**config.mk**
```make
export PLATFORM = sky130hd
export DESIGN_NAME = gpio_irq_bank
export DESIGN_NICKNAME = d
export VERILOG_FILES = /design/src/rtl/gpio_irq_pkg.sv /design/src/rtl/gpio_in_sync.sv /design/src/rtl/gpio_trig_detect.sv /design/src/rtl/gpio_reg_file.sv /design/src/rtl/gpio_irq_bank.sv
export SDC_FILE = /design/constraint.sdc
export NUM_CORES = 1
export LEC_CHECK = 0
export ABC_AREA = 1
export BUFFER_PORTS_ARGS = -buffer_cell sky130_fd_sc_hd__buf_2
export CORE_MARGIN = 3
export CORE_UTILIZATION = 51
export DETAILED_ROUTE_END_ITERATION = 16
export GPL_ROUTABILITY_DRIVEN = 0
export GPL_TIMING_DRIVEN = 1
export PLACE_DENSITY = 0.7
export SLEW_MARGIN = 20
export SYNTH_ARGS = -nofsm -noshare
export SYNTH_HDL_FRONTEND = slang
export SYNTH_SLANG_ARGS = --single-unit
export TNS_END_PERCENT = 30
```
**constraint.sdc**
```tcl
create_clock -name clk -period 1.7 [get_ports clk]
set_input_delay 0.17 -clock clk [delete_from_list [all_inputs] [get_ports clk]]
set_output_delay 0.17 -clock clk [all_outputs]
set_load 0.01 [all_outputs]
```
**src/rtl/gpio_irq_pkg.sv**
```systemverilog
package gpio_irq_pkg;

    typedef enum logic [2:0] {
        RG_DOUT = 3'd0,
        RG_DIN  = 3'd1,
        RG_OE   = 3'd2,
        RG_SEL  = 3'd3,
        RG_EN   = 3'd4,
        RG_LEV  = 3'd5,
        RG_POL  = 3'd6,
        RG_STAT = 3'd7
    } reg_idx_e;

    typedef enum logic [1:0] {
        AC_WRITE = 2'd0,
        AC_SET   = 2'd1,
        AC_CLR   = 2'd2,
        AC_NONE  = 2'd3
    } access_e;

    typedef struct packed {
        logic     wr;
        reg_idx_e idx;
        access_e  acc;
    } bus_cmd_t;

    localparam int REG_COUNT = 8;

    function automatic bus_cmd_t decode_cmd(input logic [6:0] addr, input logic wr);
        bus_cmd_t c;
        c.wr  = wr;
        c.idx = reg_idx_e'(addr[6:4]);
        c.acc = access_e'(addr[3:2]);
        return c;
    endfunction

endpackage

```
**src/rtl/gpio_in_sync.sv**
```systemverilog
module gpio_in_sync #(
    parameter int W      = 32,
    parameter int STAGES = 2
) (
    input  logic         clk,
    input  logic         rst,
    input  logic [W-1:0] raw_in,
    output logic [W-1:0] sync_out
);
    logic [W-1:0] stage_q [STAGES];

    always_ff @(posedge clk) begin
        if (rst) stage_q[0] <= '0;
        else     stage_q[0] <= raw_in;
    end

    for (genvar s = 1; s < STAGES; s++) begin : g_chain
        always_ff @(posedge clk) begin
            if (rst) stage_q[s] <= '0;
            else     stage_q[s] <= stage_q[s-1];
        end
    end

    assign sync_out = stage_q[STAGES-1];

    // the last stage follows the stage before it by one cycle
    p_sync_chain_r4: assert property (@(posedge clk) disable iff (rst)
        sync_out == $past(stage_q[STAGES-2]));

endmodule

```
**src/rtl/gpio_trig_detect.sv**
```systemverilog
module gpio_trig_detect #(
    parameter int W = 32
) (
    input  logic         clk,
    input  logic         rst,
    input  logic [W-1:0] level_in,
    input  logic [W-1:0] route,
    input  logic [W-1:0] lvl_mode,
    input  logic [W-1:0] polarity,
    output logic [W-1:0] hit
);
    logic [W-1:0] prev_q;

    always_ff @(posedge clk) begin
        if (rst) prev_q <= '0;
        else     prev_q <= level_in;
    end

    for (genvar i = 0; i < W; i++) begin : g_pin
        logic at_active;
        logic changed;
        assign at_active = ~(level_in[i] ^ polarity[i]);
        assign changed   = level_in[i] ^ prev_q[i];
        assign hit[i]    = route[i] & at_active & (lvl_mode[i] | changed);
    end

endmodule

```
**src/rtl/gpio_reg_file.sv**
```systemverilog
module gpio_reg_file
    import gpio_irq_pkg::*;
#(
    parameter int W = 32
) (
    input  logic         clk,
    input  logic         rst,
    input  bus_cmd_t     cmd,
    input  logic [W-1:0] wdata,
    input  logic [W-1:0] synced,
    input  logic [W-1:0] hit,
    output logic [W-1:0] rdata,
    output logic [W-1:0] dout,
    output logic [W-1:0] oe,
    output logic [W-1:0] route,
    output logic [W-1:0] irq_en,
    output logic [W-1:0] lvl_mode,
    output logic [W-1:0] polarity,
    output logic [W-1:0] status
);
    logic [W-1:0] reg_val [REG_COUNT];

    function automatic logic [W-1:0] apply_access(input logic [W-1:0] cur,
                                                 input logic [W-1:0] d,
                                                 input access_e acc);
        case (acc)
            AC_WRITE: return d;
            AC_SET:   return cur | d;
            AC_CLR:   return cur & ~d;
            default:  return cur;
        endcase
    endfunction

    for (genvar g = 0; g < REG_COUNT; g++) begin : g_reg
        if (g == int'(RG_DIN)) begin : g_in
            assign reg_val[g] = synced;
        end else if (g == int'(RG_STAT)) begin : g_stat
            logic [W-1:0] stat_q;
            logic [W-1:0] ack;
            assign ack = (cmd.wr && cmd.idx == RG_STAT && cmd.acc == AC_CLR) ? wdata : '0;
            always_ff @(posedge clk) begin
                if (rst) stat_q <= '0;
                else     stat_q <= (stat_q & ~ack) | hit;
            end
            assign reg_val[g] = stat_q;
        end else begin : g_cfg
            logic [W-1:0] cfg_q;
            always_ff @(posedge clk) begin
                if (rst)
                    cfg_q <= '0;
                else if (cmd.wr && cmd.idx == reg_idx_e'(g))
                    cfg_q <= apply_access(cfg_q, wdata, cmd.acc);
            end
            assign reg_val[g] = cfg_q;
        end
    end

    assign rdata    = reg_val[cmd.idx];
    assign dout     = reg_val[RG_DOUT];
    assign oe       = reg_val[RG_OE];
    assign route    = reg_val[RG_SEL];
    assign irq_en   = reg_val[RG_EN];
    assign lvl_mode = reg_val[RG_LEV];
    assign polarity = reg_val[RG_POL];
    assign status   = reg_val[RG_STAT];

    // a status bit only falls after a clear-address write to status
    p_stat_sticky_r8: assert property (@(posedge clk) disable iff (rst)
        !(cmd.wr && cmd.idx == RG_STAT && cmd.acc == AC_CLR)
        |=> (($past(status) & ~status) == '0));

    // a detection hit always leaves its status bit set, clear or not
    p_hit_sets_r7: assert property (@(posedge clk) disable iff (rst)
        1'b1 |=> ((status & $past(hit)) == $past(hit)));

    // no status bit rises on a pin that was not routed
    p_unrouted_quiet_r9: assert property (@(posedge clk) disable iff (rst)
        1'b1 |=> ((status & ~$past(status) & ~$past(route)) == '0));

endmodule

```
**src/rtl/gpio_irq_bank.sv**
```systemverilog
module gpio_irq_bank
    import gpio_irq_pkg::*;
#(
    parameter int NPINS       = 32,
    parameter int SYNC_STAGES = 2
) (
    input  logic             clk,
    input  logic             rst,
    input  logic [6:0]       bus_addr,
    input  logic             bus_wr,
    input  logic [NPINS-1:0] bus_wdata,
    output logic [NPINS-1:0] bus_rdata,
    input  logic [NPINS-1:0] pin_in,
    output logic [NPINS-1:0] pin_out,
    output logic [NPINS-1:0] pin_oe,
    output logic             irq_out
);
    bus_cmd_t         cmd;
    logic [NPINS-1:0] synced, hit;
    logic [NPINS-1:0] dout, oe, route, irq_en, lvl_mode, polarity, status;

    assign cmd = decode_cmd(bus_addr, bus_wr);

    gpio_in_sync #(.W(NPINS), .STAGES(SYNC_STAGES)) sync_i (
        .clk(clk), .rst(rst), .raw_in(pin_in), .sync_out(synced)
    );

    gpio_trig_detect #(.W(NPINS)) detect_i (
        .clk(clk), .rst(rst), .level_in(synced), .route(route),
        .lvl_mode(lvl_mode), .polarity(polarity), .hit(hit)
    );

    gpio_reg_file #(.W(NPINS)) regs_i (
        .clk(clk), .rst(rst), .cmd(cmd), .wdata(bus_wdata),
        .synced(synced), .hit(hit), .rdata(bus_rdata),
        .dout(dout), .oe(oe), .route(route), .irq_en(irq_en),
        .lvl_mode(lvl_mode), .polarity(polarity), .status(status)
    );

    assign pin_out = dout & oe;
    assign pin_oe  = oe;
    assign irq_out = |(status & irq_en);

    // the cycle reset ends, nothing is driven and no interrupt is raised
    p_reset_clean_r1: assert property (@(posedge clk) disable iff (rst)
        $fell(rst) |-> (pin_oe == '0 && !irq_out));

endmodule

```
* Word level (Yosys, flattened, before mapping)
Memories as Yosys holds them, arrays and structs flattened. Cells that the tools add are included.
Cells by class: magnitude comparators 1, equality and inequality tests 8, mux-type cells 15, bitwise logic cells 213, reductions and logical operators 18
Operators with widths (number):
- case mux 32 bit (3 select lines) | 6
- bitwise AND 32 bit | 9
- OR 32 bit | 7
- 2-to-1 mux 32 bit | 5
- binary-select mux 32 bit (select 3 bit) | 1
- bitwise AND 1 bit | 64
- NOT 32 bit | 2
- bitwise XOR 1 bit | 64
- OR 1 bit | 34
- NOT 1 bit | 32
- OR reduction 32 bit | 1
- equality test 3 bit (second input constant) | 4
- AND reduction 2 bit | 6
- logical AND 1 bit | 8
- equality test 3 x 2 -> 1 bit (second input constant) | 2
- >= comparator 4 bit (second input constant) | 1
- NOT 3 -> 4 bit | 1
- zero test 3 bit | 1
- 2-to-1 mux 1 bit | 3
- nonzero test 3 bit | 1
- equality test 2 x 1 -> 1 bit (second input constant) | 1
- equality test 2 bit (second input constant) | 1
- zero test 2 bit | 1
Word-level totals: bits in registers 256, RAM bits 64, output and inout port bits 97, word-level logic and storage cells 264, memories kept 1
Memories:
- sync_i.stage_q | words 2, width 32, read ports 2, clocked after memory_dff 0, wr ports 2, line gpio_in_sync.sv:10 | logic [W-1:0] stage_q [STAGES];

* Logic depth before layout (Yosys ltp)
Gate-level depths: netlist of the first run.
depth after elaboration 7, mapped depth 10, gate-level depth less buffers 8

* Hierarchy
From an unflattened synthesis of the first run, not the netlist that was laid out.
Unflattened totals: cell total of the unflattened synthesis 2998, area total of the unflattened synthesis 17224.0 sq um
By module, submodules not included:
- gpio_reg_file | instances 1, cells an instance 2285, area an instance 12831.1 sq um, sequential area each 4484.3 sq um
- gpio_trig_detect | instances 1, cells an instance 387, area an instance 2075.7 sq um, sequential area each 640.6 sq um
- gpio_in_sync | instances 1, cells an instance 199, area an instance 1840.5 sq um, sequential area each 1281.2 sq um
- gpio_irq_bank | instances 1, cells an instance 127, area an instance 476.7 sq um, sequential area each 0.0 sq um

* Worst setup path after synthesis of the first run
No wires, ideal clock.
kind input port to flip-flop, start input bus_addr[2], end register regs_i.g_reg[3].g_cfg.cfg_q[0], in the netlist regs_i.route[0], arrival time 1313 ps, required time 1589 ps, setup slack 276 ps, cell stages on the path 10, path buffers 2, path through inv_1 -> ha_1 -> buf_2 -> nor2_2 -> buf_2 -> nand2_1 -> nand2_1 -> nand2_1 -> nand2_1 -> nor2_1
On the way: word-level cells in the longest chain between the ends 3
Ends and longest elaborated chain:
- start: declaration | line gpio_irq_bank.sv:9 | input logic [6:0] bus_addr,
- equality test 2 x 1 -> 1 bit (tied with other cells) | line gpio_reg_file.sv:26 | case (acc)
- nonzero test 3 bit (no source line)
- AND reduction 2 bit (no source line)
- end signal: assignment | line gpio_reg_file.sv:52 | cfg_q <= apply_access(cfg_q, wdata, cmd.acc);
- end: declaration | line gpio_reg_file.sv:47 | logic [W-1:0] cfg_q;
Several ways; a longest one is shown, not always the timed one. A chain may end at the register's enable or synchronous reset.

* Worst setup path after layout of the first run
start register regs_i.g_reg[7].g_stat.stat_q[28], in the netlist regs_i.status[28], end output irq_out
On the way: word-level cells in the longest chain between the ends 2
Ends and longest elaborated chain:
- start: declaration | line gpio_reg_file.sv:38 | logic [W-1:0] stat_q;
- start signal: assignment | line gpio_reg_file.sv:43 | else stat_q <= (stat_q & ~ack) | hit;
- bitwise AND 32 bit | line gpio_irq_bank.sv:42 | assign irq_out = |(status & irq_en);
- OR reduction 32 bit | line gpio_irq_bank.sv:42
- end: declaration | line gpio_irq_bank.sv:16 | output logic irq_out
Every way passes these cells.

==> report_table.html, run 1 <==
<table>
<tr><th>Metric</th><th>Value</th></tr>
<tr><th colspan="2">Critical path</th></tr>
<tr><td>Critical path, cell by cell</td><td>nand2_1 -&gt; nand2_1 -&gt; nor2_2 -&gt; nand2_2 -&gt; nor2_4 -&gt; nand2_2 -&gt; buf_6</td></tr>
<tr><td>Required time at the endpoint of the critical path</td><td>1530 ps</td></tr>
<tr><td>Critical-path cell with the highest stage delay</td><td>dfxtp_1</td></tr>
<tr><td>CP max FO</td><td>3</td></tr>
<tr><td>Crit Path Category</td><td>reg2out</td></tr>
<tr><td>Data arrival, critical path</td><td>~1600 ps</td></tr>
<tr><td>Cell family with the largest share of critical-path delay</td><td>simple AND/OR/NAND/NOR gates</td></tr>
<tr><td>CP bufs+invs</td><td>1</td></tr>
<tr><td>Crit start category</td><td>flop</td></tr>
<tr><td>Slowest cell delay on critical path</td><td>~330 ps</td></tr>
<tr><td>Element type at the critical path end</td><td>primary output</td></tr>
<tr><th colspan="2">STA</th></tr>
<tr><td>Minimum period implied by the final worst setup slack</td><td>around 1700 ps</td></tr>
<tr><td>Clock Skews</td><td>7.71 ps</td></tr>
<tr><td>Worst slew pin tran</td><td>446 ps</td></tr>
<tr><td>Max Transition Viols Final</td><td>0</td></tr>
<tr><td>Worst slew margin relative to its limit</td><td>0.703</td></tr>
<tr><td>Fmax</td><td>around 570 MHz</td></tr>
<tr><td>Hold violation count in the final report</td><td>0</td></tr>
<tr><td>Number of failing setup endpoints in the final timing report</td><td>1</td></tr>
<tr><td>Post-route setup slack</td><td>-49.1 ps</td></tr>
<tr><td>Tcrit/Tclk final</td><td>1.03</td></tr>
<tr><td>Setup repair after global routing missed its margin</td><td>yes</td></tr>
<tr><th colspan="2">Logic synthesis</th></tr>
<tr><td>Per-instance average area after synthesis</td><td>5.70 um2</td></tr>
<tr><td>Post-Syn Nets</td><td>3,108</td></tr>
<tr><td>Seq/Total Area, Yosys</td><td>0.371</td></tr>
<tr><td>Synth cell types</td><td>19</td></tr>
<tr><td>Post-synth design cell area</td><td>0.0173 mm2</td></tr>
<tr><td>Synth warn</td><td>0</td></tr>
<tr><td>Cell count after synthesis</td><td>3,031</td></tr>
<tr><td>Flip-flop and latch count after synthesis</td><td>between 300 and 400</td></tr>
<tr><th colspan="2">Cells and area</th></tr>
<tr><td>Net total in the final layout</td><td>3,292</td></tr>
<tr><td>Most common library cell in the layout ignoring fill and taps</td><td>nand2_1</td></tr>
<tr><td>Core occupancy in the finished layout</td><td>0.637</td></tr>
<tr><td>Fraction of final layout cells sized beyond drive strength 1</td><td>0.133</td></tr>
<tr><td>Commonest cells after routing, fill and taps aside</td><td>nand2_1, nor2_1, inv_1</td></tr>
<tr><td>Growth of design area from synthesis to finish</td><td>21.6%</td></tr>
<tr><td>Post-route cell area</td><td>~0.021 mm2</td></tr>
<tr><th colspan="2">Routing</th></tr>
<tr><td>Wire length per cell after detailed routing</td><td>roughly 15 um</td></tr>
<tr><td>Detailed-router iteration count before antenna repair</td><td>5</td></tr>
<tr><td>Initial DRC Count</td><td>around 1,600</td></tr>
<tr><td>Total number of vias</td><td>approximately 19,000</td></tr>
<tr><td>DRC violations left</td><td>0</td></tr>
<tr><td>Wire length after detailed routing</td><td>55,100 um</td></tr>
<tr><td>Number of nets still failing antenna checks after routing</td><td>0</td></tr>
<tr><td>Avg Vias per Cell</td><td>~5.0</td></tr>
<tr><th colspan="2">Floorplanning</th></tr>
<tr><td>X dimension of the die</td><td>approximately 190 um</td></tr>
<tr><td>Die Y-Extent</td><td>190 um</td></tr>
<tr><td>Starting density of the core</td><td>0.524</td></tr>
<tr><td>Standard-cell row count</td><td>66</td></tr>
<tr><td>Number of top-level design ports</td><td>around 170</td></tr>
<tr><td>Die area</td><td>roughly 0.036 mm2</td></tr>
<tr><td>Core footprint</td><td>around 0.033 mm2</td></tr>
<tr><th colspan="2">Global routing</th></tr>
<tr><td>Number of antenna violations at the first check in global routing</td><td>1</td></tr>
<tr><td>Pin count of the biggest net entering global routing</td><td>67</td></tr>
<tr><td>Vias in the first global route</td><td>17,200</td></tr>
<tr><td>Global-route total usage across every layer</td><td>0.300</td></tr>
<tr><td>Overflow after GRT</td><td>0</td></tr>
<tr><td>Global-route wire length before repair</td><td>87,700 um</td></tr>
<tr><th colspan="2">Placed design</th></tr>
<tr><td>HPWL after detailed placement</td><td>34,600 um</td></tr>
<tr><td>Number of buffers added on ports</td><td>roughly 170</td></tr>
<tr><td>Cell Area, Placed</td><td>between 0.015 and 0.02 mm2</td></tr>
<tr><th colspan="2">Clock network</th></tr>
<tr><td>Clk root buf</td><td>clkbuf_16</td></tr>
<tr><td>Maximum root-to-sink buffer count</td><td>3</td></tr>
<tr><td>CTS tree</td><td>yes</td></tr>
<tr><td>Clock H-tree levels</td><td>2</td></tr>
<tr><td>Clock latency reported for the late side of the worst-skew pair</td><td>530 ps</td></tr>
<tr><td>Num CTS Buffers</td><td>38</td></tr>
<tr><td>Register clock-pin slew on the reported worst setup and hold paths</td><td>roughly 60 ps</td></tr>
<tr><td>Sink count of the clock tree</td><td>320</td></tr>
<tr><th colspan="2">Status</th></tr>
<tr><td>Result of the run</td><td>finished, violations left</td></tr>
<tr><td>Failing checks</td><td>setup timing</td></tr>
<tr><th colspan="2">Hold path</th></tr>
<tr><td>Type of the worst min-delay path</td><td>in2reg</td></tr>
<tr><th colspan="2">Pwr</th></tr>
<tr><td>Total leakage power</td><td>approximately 11 nW</td></tr>
<tr><td>Power density over the cells</td><td>~870 mW/mm2</td></tr>
<tr><td>Worst supply voltage drop on vdd</td><td>between 700 and 800 uV</td></tr>
<tr><th colspan="2">Run</th></tr>
<tr><td>Number of max-capacitance violations reported</td><td>0</td></tr>
</table>
## tightest hold or removal path, cell delays in order
cell and delay, ps:
buf_2 180, a21oi_1 90, nor2_1 70
## state kept, by name, indices dropped and copies added, names as in the netlist
register         count
regs_i.oe           32
regs_i.lvl_mode     32
regs_i.polarity     32
detect_i.prev_q     32
sync_i.stage_q      64
regs_i.irq_en       32
regs_i.dout         32
regs_i.route        32
regs_i.status       32
## area by class of cell
class | instances | area [um2]
antenna | 1 | 2.50
clock buffer | 55 | 1130
clock inverter | 11 | 134
fill | 3112 | 11900
inverter | 459 | 1730
multi-input combinational | 2098 | 8530
sequential | 320 | 6500
tap | 442 | 553
timing repair buffer | 298 | 2420
## cells by family after synthesis
kind of cell    synth area share
compound gates            0.0461
fa+ha+maj                0.00217
buf+inv                    0.143
flops                      0.371
simple gates               0.438
## report_power, final
| part | internal (mW) | total (mW) | switching (mW) | leakage (nW) |
|---|---|---|---|---|
| registers | 7.69 | 7.80 | 0.114 | 2.64 |
| clock network | 5.06 | 8.30 | 3.25 | 0.626 |
| logic | 0.718 | 2.20 | 1.48 | 7.60 |
| total | 13.5 | 18.3 | 4.84 | 10.9 |
## final timing paths
kind | slack, ps | from | depth (start not counted) | endpoint
worst max register to register | 750 | sync_i.stage_q[1][2] | 6 | regs_i.status[2]
worst max-delay path | -50 | regs_i.status[28] | 7 | irq_out
worst min-delay path | 10 | bus_wdata[7] | 3 | regs_i.polarity[7]
worst min register to register | 390 | sync_i.stage_q[0][19] | 2 | sync_i.stage_q[1][19]
## timing repair
item	in CTS	in global routing
hold buffers	61	0
setup endpoints to repair	3	23
hold endpoints to repair	99	0
buffers inserted	0	2
pin swaps	5	26
gates resized for setup	9	114
## through the flow
| step | power, mW | TNS [ps] | hold slack (ps) | cells | worst slack, ps |
|---|---|---|---|---|---|
| 2_1_floorplan | 9.18 | 0 | 277 | 3031 | 276 |
| 3_3_place_gp | 9.95 | 0 | 368 | 3554 | 130 |
| 3_5_place_dp | 9.99 | 0 | 376 | 3554 | 78.4 |
| 4_1_cts | 18.4 | -112 | 2.23 | 3681 | -112 |
| 5_1_grt | 19.0 | -169 | 23.9 | 3684 | -111 |
| 6_report | 18.3 | -49.1 | 14.2 | 3684 | -49.1 |
## synth_stat cells
library cell,number,area [um2]
o21ai_0,29,145
inv_2,3,11.3
nor2_4,6,67.6
nor2_2,3,18.8
buf_1,13,48.8
nor2_1,516,1940
nand2_1,1238,4650
a21oi_1,130,651
nand2_2,3,18.8
nand2_4,1,11.3
buf_4,24,180
buf_2,65,325
dfxtp_1,320,6410
ha_1,3,37.5
inv_1,455,1710
nand3_1,167,836
clkbuf_1,52,195
nand3_2,2,20.0
inv_4,1,6.26
## layer usage
layer	share of wire	track usage
met5	0	0
met4	0.029	0.105
met3	0.099	0.0569
met2	0.46	0.502
met1	0.41	0.389
Power figures use the tool's default switching activity.
==> inputs of run 2 (changes only) <==
Settings changed: SKIP_LAST_GASP set to 1.
==> report_table.html, run 2 (synthesized netlist as in run 1, its figures left out) <==
<table>
<tr><th>Metric</th><th>Value</th></tr>
<tr><th colspan="2">Global routing</th></tr>
<tr><td>Vias in the first global route</td><td>around 17,000</td></tr>
<tr><td>Pin count of the biggest net entering global routing</td><td>67</td></tr>
<tr><td>Global-route wire length before repair</td><td>between 80,000 and 90,000 um</td></tr>
<tr><td>Overflow after GRT</td><td>0</td></tr>
<tr><td>Number of antenna violations at the first check in global routing</td><td>1</td></tr>
<tr><td>Global-route total usage across every layer</td><td>0.300</td></tr>
<tr><th colspan="2">Clock network</th></tr>
<tr><td>Num CTS Buffers</td><td>38</td></tr>
<tr><td>Clock H-tree levels</td><td>2</td></tr>
<tr><td>Clock latency reported for the late side of the worst-skew pair</td><td>about 530 ps</td></tr>
<tr><td>CTS tree</td><td>yes</td></tr>
<tr><td>Maximum root-to-sink buffer count</td><td>3</td></tr>
<tr><td>Register clock-pin slew on the reported worst setup and hold paths</td><td>around 60 ps</td></tr>
<tr><td>Clk root buf</td><td>clkbuf_16</td></tr>
<tr><td>Sink count of the clock tree</td><td>320</td></tr>
<tr><th colspan="2">Cells and area</th></tr>
<tr><td>Multi-input combinational cell area</td><td>0.00850 mm2</td></tr>
<tr><td>Net total in the final layout</td><td>about 3,300</td></tr>
<tr><td>Filler cell count in the final layout</td><td>3,127</td></tr>
<tr><td>Sequential Area</td><td>0.00646 mm2</td></tr>
<tr><td>Most common library cell in the layout ignoring fill and taps</td><td>nand2_1</td></tr>
<tr><td>Largest register FFs</td><td>64</td></tr>
<tr><td>Fraction of final layout cells sized beyond drive strength 1</td><td>0.118</td></tr>
<tr><td>Register with the most flip-flops</td><td>sync_i.stage_q</td></tr>
<tr><td>Growth of design area from synthesis to finish</td><td>21.1%</td></tr>
<tr><td>Commonest cells after routing, fill and taps aside</td><td>nand2_1, nor2_1, inv_1</td></tr>
<tr><th colspan="2">Routing</th></tr>
<tr><td>Wire length per cell after detailed routing</td><td>15.0 um</td></tr>
<tr><td>Wire length after detailed routing</td><td>approximately 55,000 um</td></tr>
<tr><td>Initial DRC Count</td><td>between 1,500 and 2,000</td></tr>
<tr><td>Total number of vias</td><td>around 19,000</td></tr>
<tr><td>Detailed-router iteration count before antenna repair</td><td>7</td></tr>
<tr><td>Avg Vias per Cell</td><td>roughly 5</td></tr>
<tr><td>Number of nets still failing antenna checks after routing</td><td>0</td></tr>
<tr><td>DRC violations left</td><td>0</td></tr>
<tr><th colspan="2">Critical path</th></tr>
<tr><td>R2r endpoint</td><td>regs_i.status[2]</td></tr>
<tr><td>Setup crit start</td><td>regs_i.status[28]</td></tr>
<tr><td>R2R setup slack</td><td>~750 ps</td></tr>
<tr><td>Reg-to-reg startpoint</td><td>sync_i.stage_q[1][2]</td></tr>
<tr><td>Crit start category</td><td>flop</td></tr>
<tr><td>Worst-case reg-to-reg path depth</td><td>6</td></tr>
<tr><td>Crit Path Category</td><td>reg2out</td></tr>
<tr><td>Data arrival, critical path</td><td>1580 ps</td></tr>
<tr><td>Required time at the endpoint of the critical path</td><td>approximately 1500 ps</td></tr>
<tr><td>Last element of the critical path</td><td>irq_out</td></tr>
<tr><td>CP max FO</td><td>3</td></tr>
<tr><td>Element type at the critical path end</td><td>primary output</td></tr>
<tr><th colspan="2">STA</th></tr>
<tr><td>Worst slew margin relative to its limit</td><td>0.708</td></tr>
<tr><td>Clock Skews</td><td>~7.4 ps</td></tr>
<tr><td>Setup tns final</td><td>-52.6 ps</td></tr>
<tr><td>Max Transition Viols Final</td><td>0</td></tr>
<tr><td>Fmax</td><td>~570 MHz</td></tr>
<tr><td>Minimum period implied by the final worst setup slack</td><td>1750 ps</td></tr>
<tr><td>Post-route setup slack</td><td>-52.6 ps</td></tr>
<tr><td>Hold violation count in the final report</td><td>0</td></tr>
<tr><td>Worst slew pin tran</td><td>roughly 440 ps</td></tr>
<tr><td>Setup repair after global routing missed its margin</td><td>yes</td></tr>
<tr><td>Tcrit/Tclk final</td><td>1.03</td></tr>
<tr><td>Number of failing setup endpoints in the final timing report</td><td>1</td></tr>
<tr><th colspan="2">Floorplanning</th></tr>
<tr><td>Starting density of the core</td><td>0.524</td></tr>
<tr><td>X dimension of the die</td><td>190 um</td></tr>
<tr><td>Die Y-Extent</td><td>between 150 and 200 um</td></tr>
<tr><td>Number of top-level design ports</td><td>171</td></tr>
<tr><td>Die area</td><td>0.0361 mm2</td></tr>
<tr><td>Standard-cell row count</td><td>66</td></tr>
<tr><td>Core footprint</td><td>around 0.033 mm2</td></tr>
<tr><th colspan="2">Hold path</th></tr>
<tr><td>Launch point of the worst hold path</td><td>bus_wdata[7]</td></tr>
<tr><td>Type of the worst min-delay path</td><td>in2reg</td></tr>
<tr><th colspan="2">Pwr</th></tr>
<tr><td>Power after layout</td><td>between 15 and 20 mW</td></tr>
<tr><td>Total leakage power</td><td>around 11 nW</td></tr>
<tr><td>Power density over the cells</td><td>about 900 mW/mm2</td></tr>
<tr><td>Worst supply voltage drop on vdd</td><td>roughly 700 uV</td></tr>
<tr><th colspan="2">Placed design</th></tr>
<tr><td>HPWL after detailed placement</td><td>about 35,000 um</td></tr>
<tr><td>Number of buffers added on ports</td><td>around 170</td></tr>
<tr><th colspan="2">Status</th></tr>
<tr><td>Result of the run</td><td>finished, violations left</td></tr>
<tr><td>Failing checks</td><td>setup timing</td></tr>
<tr><th colspan="2">Run</th></tr>
<tr><td>Number of max-capacitance violations reported</td><td>0</td></tr>
</table>
run 2: worst max-delay path, cell delays in order (launching register included):
cell,delay [ps]
dfxtp_1,330
nand2_1,90
nand2_1,70
nor2_2,110
nand2_2,90
nor2_4,130
nand2_2,90
buf_6,130
run 2: what timing repair did:
item	in CTS	in global routing
cloned	0	0
gates resized for setup	6	68
pin swaps	5	26
hold buffers	61	0
endpoints found under the setup margin	3	23
hold endpoints to repair	99	0
buffers inserted	0	2
run 2: where the power goes:
| part | total (mW) | switching (mW) | internal [mW] |
|---|---|---|---|
| sequential | 7.80 | 0.114 | 7.69 |
| clock | 8.29 | 3.24 | 5.06 |
| combinational | 2.20 | 1.48 | 0.715 |
| total | 18.3 | 4.83 | 13.5 |
run 2: cell type report:
type,instances,area share
diodes,1,0.000120
clock buffers,55,0.0539
clock inverters,11,0.00640
inverters,459,0.0827
multi-input cells,2098,0.406
flip-flops and latches,320,0.309
well taps,442,0.0264
repair buffers,298,0.115
run 2: worst min-delay path by stage:
stage | endpoint | depth (start not counted)
2_1_floorplan | sync_i.stage_q[0][0] | 2
3_3_place_gp | sync_i.stage_q[0][21] | 3
3_5_place_dp | sync_i.stage_q[0][29] | 3
4_1_cts | regs_i.polarity[7] | 3
5_1_grt | regs_i.polarity[7] | 3
6_report | regs_i.irq_en[7] | 3
run 2: metrics by stage:
step | hold slack [ps] | area, um2 | util | instances | worst slack [ps]
after CTS | 2.23 | 20800 | 0.631 | 3681 | -112
final | 19.4 | 20900 | 0.635 | 3684 | -52.6
after detailed placement | 376 | 18900 | 0.573 | 3554 | 78.4
after global routing | 23.9 | 20900 | 0.635 | 3684 | -113
after floorplan | 277 | 17300 | - | 3031 | 276
after global placement | 368 | 18900 | 0.573 | 3554 | 130
run 2: metal layers:
metal	GRT usage	up-vias	wire length, um
li1	-	9265	-
met1	0.389	8251	22900
met2	0.502	868	25300
met3	0.0569	143	5400
met4	0.105	0	1550
met5	0	-	0
